--- config.mk ---
export PLATFORM = sky130hd
export DESIGN_NAME = utx_top
export DESIGN_NICKNAME = d
export VERILOG_FILES = /design/src/rtl/utx_pkg.sv /design/src/rtl/utx_baud.sv /design/src/rtl/utx_holdbuf.sv /design/src/rtl/utx_shifter.sv /design/src/rtl/utx_top.sv
export SDC_FILE = /design/constraint.sdc
export NUM_CORES = 1
export LEC_CHECK = 0
export BUFFER_PORTS_ARGS = -buffer_cell sky130_fd_sc_hd__buf_4
export CAP_MARGIN = 30
export CORE_AREA = 2 2 74 104
export CTS_CLUSTER_DIAMETER = 80
export DETAILED_ROUTE_END_ITERATION = 6
export DIE_AREA = 0 0 76 106
export GPL_ROUTABILITY_DRIVEN = 1
export PLACE_DENSITY_LB_ADDON = 0.25
export SYNTH_ARGS = -nofsm -noshare
export SYNTH_HDL_FRONTEND = slang
export SYNTH_SLANG_ARGS = --single-unit
--- constraint.sdc ---
create_clock -name clk -period 2.3 [get_ports clk]
set_input_delay 0.23 -clock clk [delete_from_list [all_inputs] [get_ports clk]]
set_output_delay 0.23 -clock clk [all_outputs]
set_load 0.01 [all_outputs]
--- src/rtl/utx_pkg.sv ---
package utx_pkg;

  localparam int unsigned DATA_W  = 9;
  localparam int unsigned FRAME_W = 1 + DATA_W + 1 + 2;
  localparam int unsigned LEN_W   = $clog2(FRAME_W + 1);

  typedef logic [FRAME_W-1:0] frame_t;
  typedef logic [LEN_W-1:0]   flen_t;

  typedef struct packed {
    logic nine;
    logic par;
    logic odd;
    logic two;
  } fmt_t;

  function automatic int unsigned bit_cycles(int unsigned ovs, int unsigned n);
    return ovs * (n + 1);
  endfunction

  function automatic logic parity_of(logic [DATA_W-1:0] d, fmt_t f);
    logic p;
    p = ^d[7:0];
    if (f.nine) p = p ^ d[8];
    return p ^ f.odd;
  endfunction

  function automatic flen_t frame_len(fmt_t f);
    int unsigned l;
    l = 1 + (f.nine ? 9 : 8) + (f.par ? 1 : 0) + (f.two ? 2 : 1);
    return flen_t'(l);
  endfunction

  function automatic frame_t build_frame(logic [DATA_W-1:0] d, fmt_t f);
    frame_t fr;
    int unsigned pos;
    fr     = '1;
    fr[0]  = 1'b0;
    pos    = 1;
    for (int i = 0; i < int'(DATA_W); i++) begin
      if (i < 8 || f.nine) begin
        fr[pos] = d[i];
        pos     = pos + 1;
      end
    end
    if (f.par) fr[pos] = parity_of(d, f);
    return fr;
  endfunction

endpackage

--- src/rtl/utx_baud.sv ---
module utx_baud #(
  parameter int unsigned DIV_W = 8,
  parameter int unsigned OVS   = 16
) (
  input  logic             clk,
  input  logic             rst_n,
  input  logic             run,
  input  logic             restart,
  input  logic             src_en,
  input  logic [DIV_W-1:0] div_n,
  output logic             bit_tick
);
  import utx_pkg::*;

  localparam int unsigned CNT_W = $clog2(OVS * (2 ** DIV_W));

  logic [CNT_W-1:0] cnt;
  logic [CNT_W-1:0] last;
  logic             at_last;

  always_comb begin
    last    = CNT_W'(bit_cycles(OVS, int'(div_n)) - 1);
    at_last = (cnt == last);
  end

  assign bit_tick = run && src_en && at_last;

  always_ff @(posedge clk or negedge rst_n) begin
    if (!rst_n) begin
      cnt <= '0;
    end else if (!run || restart) begin
      cnt <= '0;
    end else if (src_en) begin
      cnt <= at_last ? '0 : cnt + 1'b1;
    end
  end

endmodule

--- src/rtl/utx_holdbuf.sv ---
module utx_holdbuf #(
  parameter int unsigned DW = 9
) (
  input  logic          clk,
  input  logic          rst_n,
  input  logic          wr_en,
  input  logic [DW-1:0] wr_data,
  input  logic          take,
  output logic          full,
  output logic [DW-1:0] data
);

  always_ff @(posedge clk or negedge rst_n) begin
    if (!rst_n) begin
      full <= 1'b0;
      data <= '0;
    end else begin
      if (wr_en) begin
        full <= 1'b1;
        data <= wr_data;
      end else if (take) begin
        full <= 1'b0;
      end
    end
  end

endmodule

--- src/rtl/utx_shifter.sv ---
module utx_shifter (
  input  logic            clk,
  input  logic            rst_n,
  input  logic            load,
  input  utx_pkg::frame_t frame_in,
  input  utx_pkg::flen_t  len_in,
  input  logic            bit_tick,
  output logic            busy,
  output logic            frame_end,
  output logic            line
);
  import utx_pkg::*;

  frame_t sh;
  flen_t  remain;

  assign busy      = (remain != '0);
  assign frame_end = bit_tick && (remain == flen_t'(1));
  assign line      = busy ? sh[0] : 1'b1;

  always_ff @(posedge clk or negedge rst_n) begin
    if (!rst_n) begin
      sh     <= '1;
      remain <= '0;
    end else if (load) begin
      sh     <= frame_in;
      remain <= len_in;
    end else if (bit_tick && busy) begin
      sh     <= {1'b1, sh[FRAME_W-1:1]};
      remain <= remain - 1'b1;
    end
  end

endmodule

--- src/rtl/utx_top.sv ---
module utx_top #(
  parameter int unsigned DIV_W = 8,
  parameter int unsigned OVS   = 16
) (
  input  logic             clk,
  input  logic             rst_n,
  input  logic             src_en,
  input  logic             tx_en,
  input  logic [DIV_W-1:0] div_n,
  input  logic             data_nine,
  input  logic             par_en,
  input  logic             par_odd,
  input  logic             stop_two,
  input  logic             cts_en,
  input  logic             cts_n,
  input  logic             irq_sel,
  input  logic             wr_en,
  input  logic [8:0]       wr_data,
  input  logic             irq_clr,
  output logic             txd,
  output logic             buf_empty,
  output logic             tx_empty,
  output logic             irq_req
);
  import utx_pkg::*;

  logic             buf_full;
  logic [DATA_W-1:0] buf_data;
  logic             busy;
  logic             frame_end;
  logic             bit_tick;
  logic             cts_ok;
  logic             can_start;
  logic             load_evt;
  logic             done_evt;
  logic             irq_set;
  fmt_t             fmt;
  frame_t           next_frame;
  flen_t            next_len;

  always_comb begin
    fmt.nine   = data_nine;
    fmt.par    = par_en;
    fmt.odd    = par_odd;
    fmt.two    = stop_two;
    next_frame = build_frame(buf_data, fmt);
    next_len   = frame_len(fmt);
  end

  assign cts_ok    = !cts_en || !cts_n;
  assign can_start = buf_full && tx_en && cts_ok;
  assign load_evt  = can_start && (!busy || frame_end);
  assign done_evt  = frame_end && !load_evt;
  assign irq_set   = irq_sel ? done_evt : load_evt;

  utx_holdbuf #(.DW(DATA_W)) u_buf (
    .clk     (clk),
    .rst_n   (rst_n),
    .wr_en   (wr_en),
    .wr_data (wr_data),
    .take    (load_evt),
    .full    (buf_full),
    .data    (buf_data)
  );

  utx_baud #(.DIV_W(DIV_W), .OVS(OVS)) u_baud (
    .clk      (clk),
    .rst_n    (rst_n),
    .run      (busy),
    .restart  (load_evt),
    .src_en   (src_en),
    .div_n    (div_n),
    .bit_tick (bit_tick)
  );

  utx_shifter u_shift (
    .clk       (clk),
    .rst_n     (rst_n),
    .load      (load_evt),
    .frame_in  (next_frame),
    .len_in    (next_len),
    .bit_tick  (bit_tick),
    .busy      (busy),
    .frame_end (frame_end),
    .line      (txd)
  );

  always_ff @(posedge clk or negedge rst_n) begin
    if (!rst_n) begin
      irq_req <= 1'b0;
    end else begin
      irq_req <= irq_set || (irq_req && !irq_clr);
    end
  end

  assign buf_empty = !buf_full;
  assign tx_empty  = !buf_full && !busy;

endmodule

After elaboration in Yosys (flattened, before gate mapping)
Cells that the tools add are included.

cells by class
  add/subtract/negate cells = 7
  $lt $le $gt $ge = 2
  equal/unequal tests = 2
  muxes and demuxes = 22
  bitwise operators = 2
  reductions and logical operators = 26

operator list
  operator               number
  $mux 13                3
  $mux 12                3
  $bwmux 13              1
  $add 12x1->12 const B  1
  $eq 12x12->1           1
  $sub 12x1->12 const B  1
  $logic_and 1x1->1      11
  $mux 10                1
  $mux 1                 9
  $add 4x4->4            2
  $add 8x1->8 const B    1
  $mux 4                 2
  $reduce_xor 8->1       1
  $logic_not 1->1        6
  $reduce_bool 2->1      3
  $lt 4x5->1 const B     1
  $add 2x4->4 const A    1
  $demux 1 s4            1
  $eq 4x1->1 const B     1
  $ge 4x1->1 const B     1
  $logic_or 1x1->1       4
  $mux 2                 2
  $reduce_bool 4->1      1
  $sub 4x1->4 const B    1
  $xor 1x1->1            2

storage, ports and cells
  register bits after elaboration = 40
  bits of input ports = 30
  output and inout bits = 4
  logic and storage cells = 67

Logic depth before layout (Yosys ltp)
  depth in word-level cells = 11
  mapped depth = 10

By module
A second synthesis with hierarchy kept.

second synthesis, totals
  cells, all modules = 283
  area, all modules = 2,752.6 µm²

modules (own cells, without submodules)
  module       instances  cells an instance  area each (µm²)  seq. area each (µm²)
  utx_baud     1          140                1,162.4          300.3
  utx_shifter  1          95                 960.9            441.7
  utx_holdbuf  1          22                 409.1            250.2
  utx_top      1          26                 220.2            25.0

Worst setup path after synthesis
OpenSTA, ideal clock, no wires.

  path kind = in2reg
  start point = input div_n[0]
  end point = register u_shift.remain[0]
  library setup time = 124 ps
  data arrival time = 2,330 ps
  path slack = -154 ps
  stages = 9
  path buffers = 0
  path through = ha_1 -> xor2_1 -> or3_1 -> a211oi_1 -> o211ai_1 -> nor4_4 -> or2_2 -> o21ai_0 -> a211o_1

between the ends
  word-level cells in the longest chain between the ends = 8
  elaborated cells between the ends (all ways) = 10
  classes of those cells = add/sub (2); eq/ne (1); mux (1); reduce/logical (6)

RTL lines
  item                                         RTL line           RTL
  start: declaration                           utx_top.sv:9       input logic [DIV_W-1:0] div_n,
  $add 8x1->8 *                                utx_pkg.sv:18      return ovs * (n + 1);
  $sub 12x1->12 *                              utx_baud.sv:22     last = CNT_W'(bit_cycles(OVS, int'(div_n)) - 1);
  $eq 12x12->1 *                               utx_baud.sv:23     at_last = (cnt == last);
  $logic_and 1x1->1 *                          utx_baud.sv:26     assign bit_tick = run && src_en && at_last;
  $logic_and 1x1->1                            utx_shifter.sv:18  assign frame_end = bit_tick && (remain == flen_t'(1));
  $logic_or 1x1->1                             utx_top.sv:52      assign load_evt = can_start && (!busy || frame_end);
  $logic_and 1x1->1                            utx_top.sv:52
  $mux 4 or $reduce_bool 2->1 (tied branches)  n/a
  end signal: assignment                       utx_shifter.sv:27  remain <= len_in;
  end signal: assignment                       utx_shifter.sv:30  remain <= remain - 1'b1;
  end: declaration                             utx_shifter.sv:15  flen_t remain;

Mark *: on every way between the ends. The rest lies on a longest branch, timed or not.
A chain may end at the register's enable or synchronous reset.

Final worst setup path
  start point = register u_baud.cnt[11]
  end point = register u_shift.remain[2]

between the ends
  word-level cells in the longest chain between the ends = 6
  elaborated cells between the ends (all ways) = 8
  classes of those cells = eq/ne (1); mux (1); reduce/logical (6)

RTL lines
  item                                         RTL line           RTL
  start: declaration                           utx_baud.sv:17     logic [CNT_W-1:0] cnt;
  start signal: assignment                     utx_baud.sv:34     cnt <= at_last ? '0 : cnt + 1'b1;
  $eq 12x12->1 *                               utx_baud.sv:23
  $logic_and 1x1->1 *                          utx_baud.sv:26
  $logic_and 1x1->1                            utx_shifter.sv:18
  $logic_or 1x1->1                             utx_top.sv:52
  $logic_and 1x1->1                            utx_top.sv:52
  $mux 4 or $reduce_bool 2->1 (tied branches)  n/a

Marks and branches as above.

==> flow_results.org <==
** Floorplanning
- In this run the vertical extent of the chip is ~110 microns.
- Floorplan die area :: around 8100 sq um
- The floorplan step set the die width to 76 microns.
- The initialized floorplan defines 37 standard-cell rows.
- Core Box Area :: ~7200 sq um
- The initial utilization of the core area, before any placement, comes to between 30% and 40%.
- Boundary pin count :: 34

** Yosys
- Fraction of the mapped netlist area in adder cells :: about 2.9%
- Of all flip-flops after synthesis, the portion carrying an async set or reset was 100%.
- Main combinational cell family by area after synthesis :: simple AND/OR/NAND/NOR gates
- Summing the areas of all compound-gate instances in the mapped netlist gives between 10% and 20% of the synthesized area.
- Warnings, synthesis :: 0
- In this run, synthesis produced a sequential element count of 38.
- Of the post-synthesis cell area, the dominant cell type holds 27.7%.
- In the synthesized netlist, mux cells make up between 5 and 6% of the area.
- The number of different library cells used by synthesis comes to 51.
- For this run, the leading register cell type out of synthesis is sky130_fd_sc_hd__dfrtp_1.
- Top cells by area in the synthesized netlist :: sky130_fd_sc_hd__dfrtp_1 (28%), sky130_fd_sc_hd__dfstp_2 (12%), sky130_fd_sc_hd__xor2_1 (5.4%)
- Number of instances in the synthesized netlist :: 257
- The number of nets handed over by synthesis was between 200 and 300.
- Dividing the synthesized area by the synthesized cell count gives between 9 and 10 sq um.
- Simple logic cell fraction of the synthesized area :: 18.3%
- The synthesized netlist devotes between 10% and 20% of its cell area to XOR and XNOR gates.
- sky130_fd_sc_hd__dfrtp_1 takes more of the synthesized area than any other cell.
- Of the synthesized area, sequential elements account for ~40%.
- Number of flops mapped to enable cells by yosys :: 0
- Synth Cell Area :: 2430 sq um

** Place
- Global placer's final weighted congestion :: 0.805
- In this run the tool buffered the top-level ports with 33 buffer cells.
- The HPWL after detailed placement is approximately 4500 microns.
- Area post-placement :: 3050 sq um

** Route
- In the routed design, unresolved DRC markers number 0.
- Total iterations of the first detailed-routing run :: 4
- The detailed router finished its first iteration with slightly below 50 violations.
- After detailed routing, the total wire length is 5790 microns.
- In the final routed layout, each cell accounts on average for roughly 14 microns.
- The detailed router placed 2,099 vias in this run.
- The detail route stage leaves a number of antenna-violating nets equal to 0.
- After detailed routing, the number of vias per cell comes to around 5.0.

** Setup path
- Cell occurring most often along the worst timing path :: sky130_fd_sc_hd__buf_6
- The worst setup path is captured at a register.
- Kind of cell with the highest combined delay on the critical path :: compound AO/OA/AOI/OAI gates
- On the critical path, the stage with the largest delay is an instance of sky130_fd_sc_hd__dfrtp_2.
- The signal on the critical path passes through xnor2_2 > xnor2_1 > a31o_2 > a2111oi_4 > nor4_4 > buf_6 > a21o_1 > buf_6 > a32o_1 > a21oi_2.
- Required time at the endpoint of the critical path :: 2.52 ns
- Largest stage delay on the critical path :: approximately 0.46 ns
- Setup slack on the worst reg-to-reg path comes out at -0.02 ns.
- Worst Path Class, Setup :: reg -> reg
- The startpoint identified for the worst register-to-register timing path is u_baud.cnt[11].
- Destination of the worst register-to-register timing path :: u_shift.remain[2]
- The worst register-to-register path has a depth of 10.
- Data on the critical path arrives at its endpoint at between 2 and 3 ns.
- Buf/Inv on CP :: 2
- STA classifies the critical path startpoint as a register.
- Along the worst path, the maximum fanout reaches 8.

** Final layout
- After routing the design area is between 3000 and 4000 sq um.
- Most common library cell in the layout ignoring fill and taps :: sky130_fd_sc_hd__buf_4
- The final layout contains 357 nets.
- The repair_antennas step left the layout with diodes totalling 0.
- Number of fillers in the final layout :: between 600 and 700
- Cells with a size suffix above 1 make up between 40% and 50% of the layout.
- The library cells used most frequently in the layout, excluding fill and tap cells, are sky130_fd_sc_hd__buf_4 (63), sky130_fd_sc_hd__dfrtp_1 (26), sky130_fd_sc_hd__nand2_1 (24).
- Synth-to-Final Area Change :: 36.7%

** CTS
- Skew-Pair Late Insertion Delay :: around 0.29 ns
- TritonCTS built the clock tree.
- The tree is rooted in a sky130_fd_sc_hd__clkbuf_8.
- Number of sinks driven by the clock tree :: 38
- Clock-pin transition on the worst setup and hold timing paths :: 0.08 ns
- The clock passes through at most 2 buffers.
- Total CTS buffers :: 5
- The H-tree generated during clock tree synthesis spans 2 levels.

** Worst hold path
- Endpoint of the worst hold path :: u_buf.data[4]
- HP Start :: wr_data[4]
- The worst hold path was traced through 2 stages.
- Worst hold path class :: in -> reg

** Global routing
- Remaining Overflow, GRT :: 0
- Total GRT Usage :: 15.4%
- Vias in the first global route :: about 2.1k
- Entering global routing, the biggest net connects 39 pins.
- The number of antenna violations at the first check in global routing was 0.
- The first global-routing pass estimated roughly 10000 microns of wire.

** STA
- The count of endpoints failing hold in the final timing report is 0.
- Derived from the worst setup path, the maximum achievable clock frequency is roughly 430 MHz.
- Setup WS post-layout :: -0.0157 ns
- Setup repair after global routing missed its margin :: true
- The number of pins exceeding their max-slew limit in the final report is 0.
- Between clock sinks in the finished design, the worst skew comes to between 0.006 and 0.007 ns.
- Slew of the pin with the lowest slew margin :: roughly 0.68 ns
- Final-report setup violation count :: 3
- Of the available clock period, the critical path in the final layout requires 101%.
- Headroom to the max-slew limit came out at 53.9%.
- Counting I/O delays and the setup requirement, the final critical path takes between 2 and 2.5 ns.

** Outcome
- The flow ran to the end, but the final reports show violations.
- The checks that failed: negative setup slack.

** Pwr
- Power spread over the standard cell area amounts to 795 nW/um^2.
- For this design the static power due to leakage is ~0.0014 uW.
- PnR Total Power :: about 2600 uW
- Peak ir drop on the vdd network :: 0.609 mV

** Job
- Max-cap violations :: 0
## state kept, by name, indices dropped and copies added, names as in the netlist
signal	flops
u_baud.cnt	12
u_shift.sh	11
u_buf.data	9
u_shift.remain	4
irq_req	1
u_buf.full	1
## report_power, final
group / switching (uW) / internal (uW)
Clock: 241 / 463
Combinational: 395 / 454
Sequential: 160 / 932
## worst max path at each step
stage | start | endpoint | slack, ns | cells past startpoint
final | u_baud.cnt[11] | u_shift.remain[2] | -0.02 | 10
after global routing | u_baud.cnt[11] | u_shift.remain[2] | -0.13 | 10
after CTS | u_baud.cnt[11] | u_shift.remain[2] | -0.04 | 10
after detailed placement | div_n[0] | u_shift.sh[7] | -0.35 | 13
after global placement | div_n[0] | u_shift.sh[8] | -0.29 | 13
after floorplan | div_n[0] | u_shift.remain[0] | -0.1 | 9
## stage by stage
stage / cells / worst slack [ns] / hold slack, ns / utilization [%] / setup TNS [ns]
after global routing: 420 / -0.125 / 0.157 / 46.4 / -1.22
after CTS: 420 / -0.0418 / 0.155 / 45.7 / -0.205
after floorplan: 257 / -0.0966 / -0.0656 / - / -1.06
after global placement: 410 / -0.292 / 0.233 / 42.4 / -4.95
after detailed placement: 410 / -0.348 / 0.235 / 42.4 / -5.88
final: 420 / -0.0157 / 0.170 / 46.4 / -0.0248
## cells in the mapped netlist (3+ instances only)
cell                         n
sky130_fd_sc_hd__buf_2      10
sky130_fd_sc_hd__and2_1      3
sky130_fd_sc_hd__dfstp_2    11
sky130_fd_sc_hd__or3_1       3
sky130_fd_sc_hd__ha_1        4
sky130_fd_sc_hd__clkbuf_1    3
sky130_fd_sc_hd__a2bb2oi_1   9
sky130_fd_sc_hd__nor2_1     23
sky130_fd_sc_hd__o21ai_0     3
sky130_fd_sc_hd__a211oi_1    5
sky130_fd_sc_hd__mux2i_1     4
sky130_fd_sc_hd__nand2_1    25
sky130_fd_sc_hd__dfrtp_1    27
sky130_fd_sc_hd__nand3_1     9
sky130_fd_sc_hd__mux2_2      9
sky130_fd_sc_hd__inv_1       8
sky130_fd_sc_hd__nand4_1     5
sky130_fd_sc_hd__nand2b_1    6
sky130_fd_sc_hd__nor4_1      4
sky130_fd_sc_hd__a21oi_1    19
sky130_fd_sc_hd__xor2_1     15
sky130_fd_sc_hd__xnor2_1    13
## layout make-up
| type | count | area [sq um] | area share (%) |
|---|---|---|---|
| clock buffer | 6 | 82.6 | 2.48 |
| clock inverter | 2 | 60.1 | 1.80 |
| inverter | 8 | 30.0 | 0.902 |
| multi-input combinational | 197 | 1500 | 44.9 |
| sequential | 38 | 966 | 29.0 |
| tap | 97 | 121 | 3.65 |
| timing repair buffer | 72 | 573 | 17.2 |
## logic make-up (layout without fill, tap and decap cells)
group           after synthesis  count (layout)
fa+ha+maj                     5               5
mux                          13              13
buf+inv                      22              88
xor+xnor                     29              29
flops                        38              38
compound gates               61              61
simple gates                 89              89
## timing repair
action                                  4_1_cts  5_1_grt
endpoints found under the setup margin       27       17
resized for setup                            16       14
hold buffers                                  1        0
endpoints found under the hold margin        27        0
setup buffers                                 1        0
pin swaps                                     8        0
## layer usage
metal  track usage, %  up-vias  routed length (microns)
met1             16.7     1013                     2320
met4             5.97        0                      115
met2             29.5       38                     3180
li1                 -     1040                        -
met5                0        -                        0
met3             2.55        8                      181
## worst reg2reg max path: cells and delay by family, from the launching register on
family                    cells  cell delay (ns)
AOI/OAI and AO/OA             5             1.13
xor gates and xnor gates      2             0.29
buffers and inverters         2             0.29
DFF                           1             0.46
and+or+nand+nor               1             0.09
Power figures use the tool's default switching activity.
